### config.mk
export PLATFORM = sky130hd
export DESIGN_NAME = adc_pwr_ctrl
export DESIGN_NICKNAME = d
export VERILOG_FILES = /design/src/rtl/adc_pkg.sv /design/src/rtl/adc_sync_cnt.sv /design/src/rtl/adc_sar_core.sv /design/src/rtl/adc_seq_fsm.sv /design/src/rtl/adc_status.sv /design/src/rtl/adc_pwr_ctrl.sv
export SDC_FILE = /design/constraint.sdc
export NUM_CORES = 1
export LEC_CHECK = 0
export ABC_AREA = 1
export CORE_MARGIN = 5
export CORE_UTILIZATION = 53
export DETAILED_ROUTE_END_ITERATION = 8
export PLACE_DENSITY_LB_ADDON = 0.15
export SETUP_SLACK_MARGIN = 0.5
export SYNTH_ARGS = -nofsm -noshare
export SYNTH_HDL_FRONTEND = slang
export SYNTH_SLANG_ARGS = --single-unit
### constraint.sdc
create_clock -name clk -period 3.2 [get_ports clk]
set_clock_uncertainty 0.1 [all_clocks]
set_input_delay 0.48 -clock clk [delete_from_list [all_inputs] [get_ports clk]]
set_output_delay 0.48 -clock clk [all_outputs]
set_load 0.03 [all_outputs]
### src/rtl/adc_pkg.sv
package adc_pkg;
    typedef enum logic [1:0] {
        ST_IDLE,
        ST_SYNC,
        ST_CONV,
        ST_DONE
    } adc_state_t;
endpackage

### src/rtl/adc_sync_cnt.sv
module adc_sync_cnt #(
    parameter int SYNC_CYC = 4
) (
    input  logic clk,
    input  logic rst_n,
    input  logic run,
    output logic last
);
    localparam int CW = $clog2(SYNC_CYC + 1);

    logic [CW-1:0] cnt_q;

    always_ff @(posedge clk or negedge rst_n) begin
        if (!rst_n)
            cnt_q <= '0;
        else if (!run)
            cnt_q <= '0;
        else
            cnt_q <= cnt_q + 1'b1;
    end

    assign last = run && (cnt_q == CW'(SYNC_CYC - 1));
endmodule

### src/rtl/adc_sar_core.sv
module adc_sar_core #(
    parameter int RES_W = 8
) (
    input  logic             clk,
    input  logic             rst_n,
    input  logic             load,
    input  logic             step,
    input  logic             cmp_in,
    output logic [RES_W-1:0] trial,
    output logic [RES_W-1:0] acc,
    output logic             last
);
    localparam int IW = (RES_W > 1) ? $clog2(RES_W) : 1;

    logic [RES_W-1:0] acc_q;
    logic [IW-1:0]    idx_q;

    always_ff @(posedge clk or negedge rst_n) begin
        if (!rst_n) begin
            acc_q <= '0;
            idx_q <= '0;
        end else if (load) begin
            acc_q <= '0;
            idx_q <= IW'(RES_W - 1);
        end else if (step) begin
            acc_q[idx_q] <= cmp_in;
            if (idx_q != '0)
                idx_q <= idx_q - 1'b1;
        end
    end

    for (genvar i = 0; i < RES_W; i++) begin : g_trial
        assign trial[i] = acc_q[i] | (idx_q == IW'(i));
    end

    assign acc  = acc_q;
    assign last = (idx_q == '0);

    a_r2_bit_walk: assert property (@(posedge clk) disable iff (!rst_n)
        (step && !load && idx_q != '0) |=> (idx_q == $past(idx_q) - 1'b1));
endmodule

### src/rtl/adc_seq_fsm.sv
module adc_seq_fsm
    import adc_pkg::*;
#(
    parameter int CH_W = 2
) (
    input  logic            clk,
    input  logic            rst_n,
    input  logic            ctl_we,
    input  logic            ctl_start,
    input  logic [CH_W-1:0] ctl_chan,
    input  logic            ctl_rcsel,
    input  logic            cpu_fast,
    input  logic            rc_tick,
    input  logic            pdown_req,
    input  logic            sync_last,
    input  logic            sar_last,
    output logic [CH_W-1:0] chan,
    output logic            busy,
    output logic            sync_run,
    output logic            sar_load,
    output logic            sar_step,
    output logic            done_evt,
    output logic            abort_evt,
    output logic            start_ok,
    output logic            start_bad
);
    adc_state_t      state_q, state_d;
    logic            src_rc_q;
    logic [CH_W-1:0] chan_q;
    logic            in_idle, start_req, conv_tick;

    assign in_idle   = (state_q == ST_IDLE);
    assign start_req = ctl_we && ctl_start && in_idle;
    assign start_ok  = start_req && !(ctl_rcsel && cpu_fast);
    assign start_bad = start_req && ctl_rcsel && cpu_fast;
    assign abort_evt = !in_idle && pdown_req && !src_rc_q;
    assign conv_tick = src_rc_q ? rc_tick : 1'b1;

    always_ff @(posedge clk or negedge rst_n) begin
        if (!rst_n) begin
            state_q  <= ST_IDLE;
            src_rc_q <= 1'b0;
            chan_q   <= '0;
        end else begin
            state_q <= state_d;
            if (start_ok) begin
                src_rc_q <= ctl_rcsel;
                chan_q   <= ctl_chan;
            end
        end
    end

    always_comb begin
        state_d = state_q;
        unique case (state_q)
            ST_IDLE: if (start_ok) state_d = ctl_rcsel ? ST_SYNC : ST_CONV;
            ST_SYNC: begin
                if (abort_evt)      state_d = ST_IDLE;
                else if (sync_last) state_d = ST_CONV;
            end
            ST_CONV: begin
                if (abort_evt)                 state_d = ST_IDLE;
                else if (conv_tick && sar_last) state_d = ST_DONE;
            end
            ST_DONE: state_d = ST_IDLE;
            default: state_d = ST_IDLE;
        endcase
    end

    always_comb begin
        busy     = !in_idle;
        sync_run = (state_q == ST_SYNC) && !abort_evt;
        sar_load = start_ok;
        sar_step = (state_q == ST_CONV) && conv_tick && !abort_evt;
        done_evt = (state_q == ST_DONE) && !abort_evt;
        chan     = chan_q;
    end

    a_r4_idle_holds: assert property (@(posedge clk) disable iff (!rst_n)
        (state_q == ST_IDLE && !(ctl_we && ctl_start)) |=> (state_q == ST_IDLE));
    a_r9_abort_exit: assert property (@(posedge clk) disable iff (!rst_n)
        (state_q != ST_IDLE && pdown_req && !src_rc_q) |=> (state_q == ST_IDLE));
    a_r10_refuse: assert property (@(posedge clk) disable iff (!rst_n)
        (state_q == ST_IDLE && ctl_we && ctl_start && ctl_rcsel && cpu_fast) |=> (state_q == ST_IDLE));
    a_r3_sync_only_rc: assert property (@(posedge clk) disable iff (!rst_n)
        (state_q == ST_SYNC) |-> src_rc_q);
endmodule

### src/rtl/adc_status.sv
module adc_status #(
    parameter int RES_W = 8
) (
    input  logic             clk,
    input  logic             rst_n,
    input  logic             ctl_we,
    input  logic             ctl_ie,
    input  logic             ctl_flag_clr,
    input  logic             idle_req,
    input  logic             pdown_req,
    input  logic             done_evt,
    input  logic             abort_evt,
    input  logic             start_ok,
    input  logic             start_bad,
    input  logic [RES_W-1:0] acc,
    output logic [RES_W-1:0] result,
    output logic             done_flag,
    output logic             irq,
    output logic             wake,
    output logic             result_valid,
    output logic             cfg_err
);
    logic [RES_W-1:0] res_q;
    logic             flag_q, ie_q, wake_q, valid_q, err_q;

    always_ff @(posedge clk or negedge rst_n) begin
        if (!rst_n) begin
            res_q   <= '0;
            flag_q  <= 1'b0;
            ie_q    <= 1'b0;
            wake_q  <= 1'b0;
            valid_q <= 1'b0;
            err_q   <= 1'b0;
        end else begin
            if (ctl_we)
                ie_q <= ctl_ie;
            if (done_evt)
                flag_q <= 1'b1;
            else if (ctl_we && ctl_flag_clr)
                flag_q <= 1'b0;
            if (done_evt) begin
                res_q   <= acc;
                valid_q <= 1'b1;
            end else if (abort_evt) begin
                valid_q <= 1'b0;
            end
            wake_q <= done_evt && ie_q && (idle_req || pdown_req);
            if (start_bad)
                err_q <= 1'b1;
            else if (start_ok)
                err_q <= 1'b0;
        end
    end

    assign result       = res_q;
    assign done_flag    = flag_q;
    assign irq          = flag_q && ie_q;
    assign wake         = wake_q;
    assign result_valid = valid_q;
    assign cfg_err      = err_q;

    a_r5_flag_source: assert property (@(posedge clk) disable iff (!rst_n)
        $rose(flag_q) |-> $past(done_evt));
    a_r7_wake_source: assert property (@(posedge clk) disable iff (!rst_n)
        wake_q |-> $past(done_evt));
    a_r6_valid_source: assert property (@(posedge clk) disable iff (!rst_n)
        $rose(valid_q) |-> $past(done_evt));
    a_r9_abort_invalid: assert property (@(posedge clk) disable iff (!rst_n)
        abort_evt |=> !valid_q);
endmodule

### src/rtl/adc_pwr_ctrl.sv
module adc_pwr_ctrl #(
    parameter int RES_W    = 8,
    parameter int CH_W     = 2,
    parameter int SYNC_CYC = 4
) (
    input  logic             clk,
    input  logic             rst_n,
    input  logic             ctl_we,
    input  logic             ctl_start,
    input  logic [CH_W-1:0]  ctl_chan,
    input  logic             ctl_rcsel,
    input  logic             ctl_ie,
    input  logic             ctl_flag_clr,
    input  logic             cpu_fast,
    input  logic             rc_tick,
    input  logic             idle_req,
    input  logic             pdown_req,
    input  logic             cmp_in,
    output logic [CH_W-1:0]  mux_sel,
    output logic [RES_W-1:0] dac_code,
    output logic [RES_W-1:0] result,
    output logic             busy,
    output logic             done_flag,
    output logic             irq,
    output logic             wake,
    output logic             result_valid,
    output logic             cfg_err
);
    logic             sync_run, sync_last;
    logic             sar_load, sar_step, sar_last;
    logic             done_evt, abort_evt, start_ok, start_bad;
    logic [RES_W-1:0] acc;

    adc_seq_fsm #(.CH_W(CH_W)) u_fsm (
        .clk       (clk),
        .rst_n     (rst_n),
        .ctl_we    (ctl_we),
        .ctl_start (ctl_start),
        .ctl_chan  (ctl_chan),
        .ctl_rcsel (ctl_rcsel),
        .cpu_fast  (cpu_fast),
        .rc_tick   (rc_tick),
        .pdown_req (pdown_req),
        .sync_last (sync_last),
        .sar_last  (sar_last),
        .chan      (mux_sel),
        .busy      (busy),
        .sync_run  (sync_run),
        .sar_load  (sar_load),
        .sar_step  (sar_step),
        .done_evt  (done_evt),
        .abort_evt (abort_evt),
        .start_ok  (start_ok),
        .start_bad (start_bad)
    );

    adc_sync_cnt #(.SYNC_CYC(SYNC_CYC)) u_sync (
        .clk   (clk),
        .rst_n (rst_n),
        .run   (sync_run),
        .last  (sync_last)
    );

    adc_sar_core #(.RES_W(RES_W)) u_sar (
        .clk    (clk),
        .rst_n  (rst_n),
        .load   (sar_load),
        .step   (sar_step),
        .cmp_in (cmp_in),
        .trial  (dac_code),
        .acc    (acc),
        .last   (sar_last)
    );

    adc_status #(.RES_W(RES_W)) u_stat (
        .clk          (clk),
        .rst_n        (rst_n),
        .ctl_we       (ctl_we),
        .ctl_ie       (ctl_ie),
        .ctl_flag_clr (ctl_flag_clr),
        .idle_req     (idle_req),
        .pdown_req    (pdown_req),
        .done_evt     (done_evt),
        .abort_evt    (abort_evt),
        .start_ok     (start_ok),
        .start_bad    (start_bad),
        .acc          (acc),
        .result       (result),
        .done_flag    (done_flag),
        .irq          (irq),
        .wake         (wake),
        .result_valid (result_valid),
        .cfg_err      (cfg_err)
    );

    a_r4_busy_no_wake: assert property (@(posedge clk) disable iff (!rst_n)
        busy |-> !wake);
endmodule

Yosys cells after proc, flatten, opt, wreduce, memory -nomap -nowiden
Index checks and enable logic that the tools add are counted.
{"block": "totals", "wordCells": 95, "latchBits": 0, "ram_bits": 0, "memories": 0, "rom_bits": 0, "regBits": 32, "output_inout_bits": 24, "in_bits": 14}
{"block": "op_classes", "div": 0, "magnitude_cmp": 2, "shifts": 0, "n_mux": 23, "eq_ne": 14, "addsub": 2, "n_mul": 0, "n_bitwise": 8, "n_reduce_logical": 34}
{"cell": "1-bit logical AND", "n": 19}
{"cell": "8-bit 2-to-1 mux", "n": 2}
{"cell": "3-bit == test, second input constant", "n": 4}
{"cell": "2-bit 2-to-1 mux", "n": 6}
{"cell": "3-bit 2-to-1 mux", "n": 4}
{"cell": "2-bit nonzero test", "n": 5}
{"cell": "3-bit by 2-bit == test with 1-bit output, second input constant", "n": 3}
{"cell": "8-bit bitwise mux", "n": 1}
{"cell": "1-bit 2-to-1 mux", "n": 8}
{"cell": "1-bit bitwise OR", "n": 8}
{"cell": "2-bit case mux with 4 select lines", "n": 1}
{"cell": "2-bit == test, second input constant", "n": 2}
{"cell": "1-bit logical NOT", "n": 4}
{"cell": "3-bit by 4-bit < comparator with 1-bit output, second input constant", "n": 1}
{"cell": "3-bit by 1-bit adder with 3-bit output, second input constant", "n": 1}
{"cell": "1-bit demux with 3-bit select", "n": 1}
{"cell": "3-bit by 1-bit == test with 1-bit output, second input constant", "n": 1}
{"cell": "3-bit by 1-bit >= comparator with 1-bit output, second input constant", "n": 1}
{"cell": "3-bit logical NOT", "n": 1}
{"cell": "3-bit by 1-bit != test with 1-bit output, second input constant", "n": 1}
{"cell": "3-bit by 2-bit != test with 1-bit output, second input constant", "n": 1}
{"cell": "3-bit AND reduction", "n": 1}
{"cell": "3-bit nonzero test", "n": 1}
{"cell": "3-bit by 1-bit subtractor with 3-bit output, second input constant", "n": 1}
{"cell": "other kinds (5)", "n": 5}

Longest topological paths before layout
{"block": "depth", "depth_word": 10, "mapped_depth": 8}

Cells and area by module
A second synthesis with hierarchy kept.
{"block": "unflattened", "hier_cells": 233, "area_unflattened_um2": 1767.9}
{"mod": "adc_sar_core", "instances": 1, "area_each_um2": 768.2, "seq_area_each_um2": 275.3, "cells_each": 115}
{"mod": "adc_status", "instances": 1, "area_each_um2": 509.2, "seq_area_each_um2": 325.3, "cells_each": 54}
{"mod": "adc_seq_fsm", "instances": 1, "area_each_um2": 360.3, "seq_area_each_um2": 125.1, "cells_each": 51}
{"mod": "adc_sync_cnt", "instances": 1, "area_each_um2": 130.1, "seq_area_each_um2": 75.1, "cells_each": 13}

Worst setup path after synthesis
Ideal clock, no wire load.
{"block": "synth_timing", "path_type": "register to output", "from": "register u_sar.idx_q[0]", "to": "output port dac_code[4]", "t_required_ns": 2.620, "path_stages_with_launch": 5, "slack_ns": 1.102, "t_arrival_ns": 1.518, "path_buffers": 0, "cell_sequence": "dfrtp_1 -> inv_1 -> ha_1 -> inv_1 -> o21ai_0"}
{"block": "synth_via", "elab_chain_cells": 2}
{"item": "start, declared", "line": "adc_sar_core.sv:16", "text": "logic [IW-1:0] idx_q;"}
{"item": "start signal, assigned", "line": "adc_sar_core.sv:24", "text": "idx_q <= IW'(RES_W - 1);"}
{"item": "start signal, assigned", "line": "adc_sar_core.sv:28", "text": "idx_q <= idx_q - 1'b1;"}
{"item": "3-bit == test", "line": "adc_sar_core.sv:33", "text": "assign trial[i] = acc_q[i] | (idx_q == IW'(i));"}
{"item": "1-bit bitwise OR", "line": "adc_sar_core.sv:33"}
{"item": "end, declared", "line": "adc_pwr_ctrl.sv:20", "text": "output logic [RES_W-1:0] dac_code,"}
Every way passes these cells.

Final worst setup path
{"block": "layout_timing", "from": "register u_sar.idx_q[0]", "to": "output port dac_code[3]"}
{"block": "layout_via", "elab_chain_cells": 2}
{"item": "3-bit by 2-bit == test with 1-bit output", "line": "adc_sar_core.sv:33"}
{"item": "1-bit bitwise OR", "line": "adc_sar_core.sv:33"}
Every way passes these cells.

==> impl_metrics.ini <==
[die]
fp.dieW_um = 66.3
initial_core_utilization = 0.550
fp-row-count = 20
die_area_sq_mm = 0.00439
design.core.area_sq_mm = 0.00305
io-pin-count = 38
die_h_um = 66.3

[clocking]
hold_buffers = 0
clk_path_buf_depth = 2
clock_sink_count = 32
cts_made_buffers = 5
cts.reportedPaths.clkPinSlew_ns = 0.11
clock_tree_from_tritoncts = done
htree_levels = 2
clk_latency_ns = 0.33
cts-root-buf = clkbuf_4

[sta]
period_minus_slack_ns = 2.50
finalCritPeriodShare = 0.780
grt_setup_unrepaired = false
max_freq_mhz = 401
final.setup.tns_ns = 0
transition_time_at_the_pin_with_the_least_slew_margin_ns = 0.396
final-hold-violation-count = 0
slew-limit-headroom = 0.736
finalMaxSlewViolations = 0
fin_worst_hold_slack_ns = 0.341
setup_viol = 0

[placed_design]
placed_cells = 291
post-dp-hpwl_mm = 2.54
finalWeightedCongestion = 0.796
io_buffers = 37

[synthesis]
synth_cell_types = 22
synth_enable_flop_cells = 0
syn-cell-area_sq_mm = 0.00168
ys_ff_latch = 32
synth.cells.most_frequent = nand2_1, dfrtp_1, inv_1
yosys.area.top_type = dfrtp_1
synthesis.nets = 234
yosys.area.top_type_share = 0.477
synth_ff_type = dfrtp_1
netlist_top_cells_area = dfrtp_1, nand2_1, inv_1, o21ai_0, ha_1
synth-seq-area-share = 0.477
netlist_instances = 213
ys_warn_count = 0
yosys.cell_count.top_type = nand2_1
async_flop_share = 1.00
synth_area_per_cell_sq_um = 7.88

[cells_and_area]
final_core_utilization = 0.714
insertedDiodeCount = 0
syn_to_final_growth_pct = 30.0
fill_cells = 255
drive_above_1_share = 0.0784
layoutNonFillerInstCount = 299
layout.nets = 275

[routing]
drcViolationCount = 0
via_cell_ratio = 4.87
route.final.wire_length_mm = 3.45
detailedRoute.firstIterationViolations = 57
detailroute.via_count = 1456
detail_route.wl_per_cell_um = 11.6
ant_nets = 0
drt-pass1-iter-count = 4

[critical_path]
timing.critical_path.from = u_sar.idx_q[0]
worst_setup_path_class = flip-flop to primary output
worst_setup_path_end_kind = primary output
crit_arrival_ns = 1.92
crit_path_start_kind = flip-flop
worst-path-max-fanout = 8
regToRegStartpoint = u_sar.idx_q[1]
timing.critical_path.required_ns = 2.62
regToRegSetupSlack_ns = 1.63

[grt]
grt_pass1_wl_mm = 5.93
antenna_violations_before_repair = 0
groute.usage.overall = 0.177
grt_overflow_total = 0
vias_in_the_first_global_route = 1377
largest_net_degree_at_the_start_of_global_routing = 33

[hold_path]
hold_crit_path_type = flip-flop to flip-flop
min-delay-start = u_sync.cnt_q[0]

[power]
ir_drop_mv = 0.503
report.power.total_mw = 2.25
power-per-cell-area_mw_per_mm2 = 1030
total_leakage_power_nw = 1.16

[run_status]
status = completed

[run]
timing.max_cap.violations = 0
## layout make-up
type,instances,area (sq um),share of cell area
timing repair buffer,38,378,0.173
clock inverter,1,30.0,0.0138
tap,44,55.1,0.0252
clock buffer,7,65.1,0.0298
inverter,29,109,0.0499
sequential,32,802,0.368
multi-input combinational,148,742,0.340
## state kept, by name, indices dropped and copies added (netlist names)
name                 cells
u_fsm.chan               2
u_fsm.src_rc_q           1
u_stat.result_valid      1
u_stat.ie_q              1
u_sync.cnt_q             3
u_stat.wake              1
u_stat.result            8
u_stat.cfg_err           1
u_stat.done_flag         1
u_sar.acc                8
u_fsm.state_q            2
u_sar.idx_q              3
## cell families (layout without fill, tap and decap cells)
group,Yosys count,in the layout,share of synthesized area
AO/OA/AOI/OAI,21,21,0.0626
buffers and inverters,33,75,0.0805
adder cells (fa/ha/maj),7,7,0.0522
XOR/XNOR,1,1,0.00522
flip-flops,32,32,0.477
multiplexers,1,1,0.00671
AND/OR/NAND/NOR,118,118,0.315
## path summary, 6_finish.rpt
check,to,depth (start not counted)
max,dac_code[3],4
min in group asynchronous,u_sar.acc[5],2
max reg2reg,u_sar.idx_q[0],7
max in group asynchronous,u_sar.idx_q[2],2
min,u_sync.cnt_q[0],1
min reg2reg,u_sync.cnt_q[0],1
## per-stage QoR
step | setup slack (ns) | instance area (sq um)
after floorplan | 1.10 | 1680
after global placement | 0.829 | 2080
after detailed placement | 0.826 | 2080
after CTS | 0.506 | 2170
after global routing | 0.597 | 2180
final | 0.704 | 2180
## cells in the final DEF, fill, tap and decap left out, drive strengths merged, types with 2 or more instances in the layout
cell,netlist,routed
nor2,17,17
clkbuf,2,7
inv,29,29
dlymetal6s2s,0,2
ha,7,7
clkdlybuf4s50,0,31
nand3,15,15
dfrtp,32,32
nand4,2,2
o21ai,20,20
nand3b,2,2
dlygate4sd2,0,4
nand2,82,82
## timing repair
| action | in CTS | in global routing |
|---|---|---|
| setup buffers | 0 | 0 |
| cloned | 0 | 0 |
| gates resized for setup | 4 | 4 |
| setup endpoints to repair | 4 | 3 |
## routing by layer
layer,global-route usage,share of wire,up-vias
li1,-,-,748
met1,0.228,0.48,664
met2,0.283,0.44,40
met3,0.0578,0.066,4
met4,0.0533,0.0072,0
met5,0,0,-
## worst max-delay path, stage by stage (launching register included)
cell             delay (ns)
dfrtp_1                0.50
ha_1                   0.19
inv_1                  0.04
o21ai_0                0.15
clkdlybuf4s50_1        0.70
## power breakdown
part           internal [mW]  switching [mW]
logic                  0.439           0.773
clock network          0.207           0.137
registers              0.561           0.136
No activity file was read; power rests on OpenSTA's default activity.
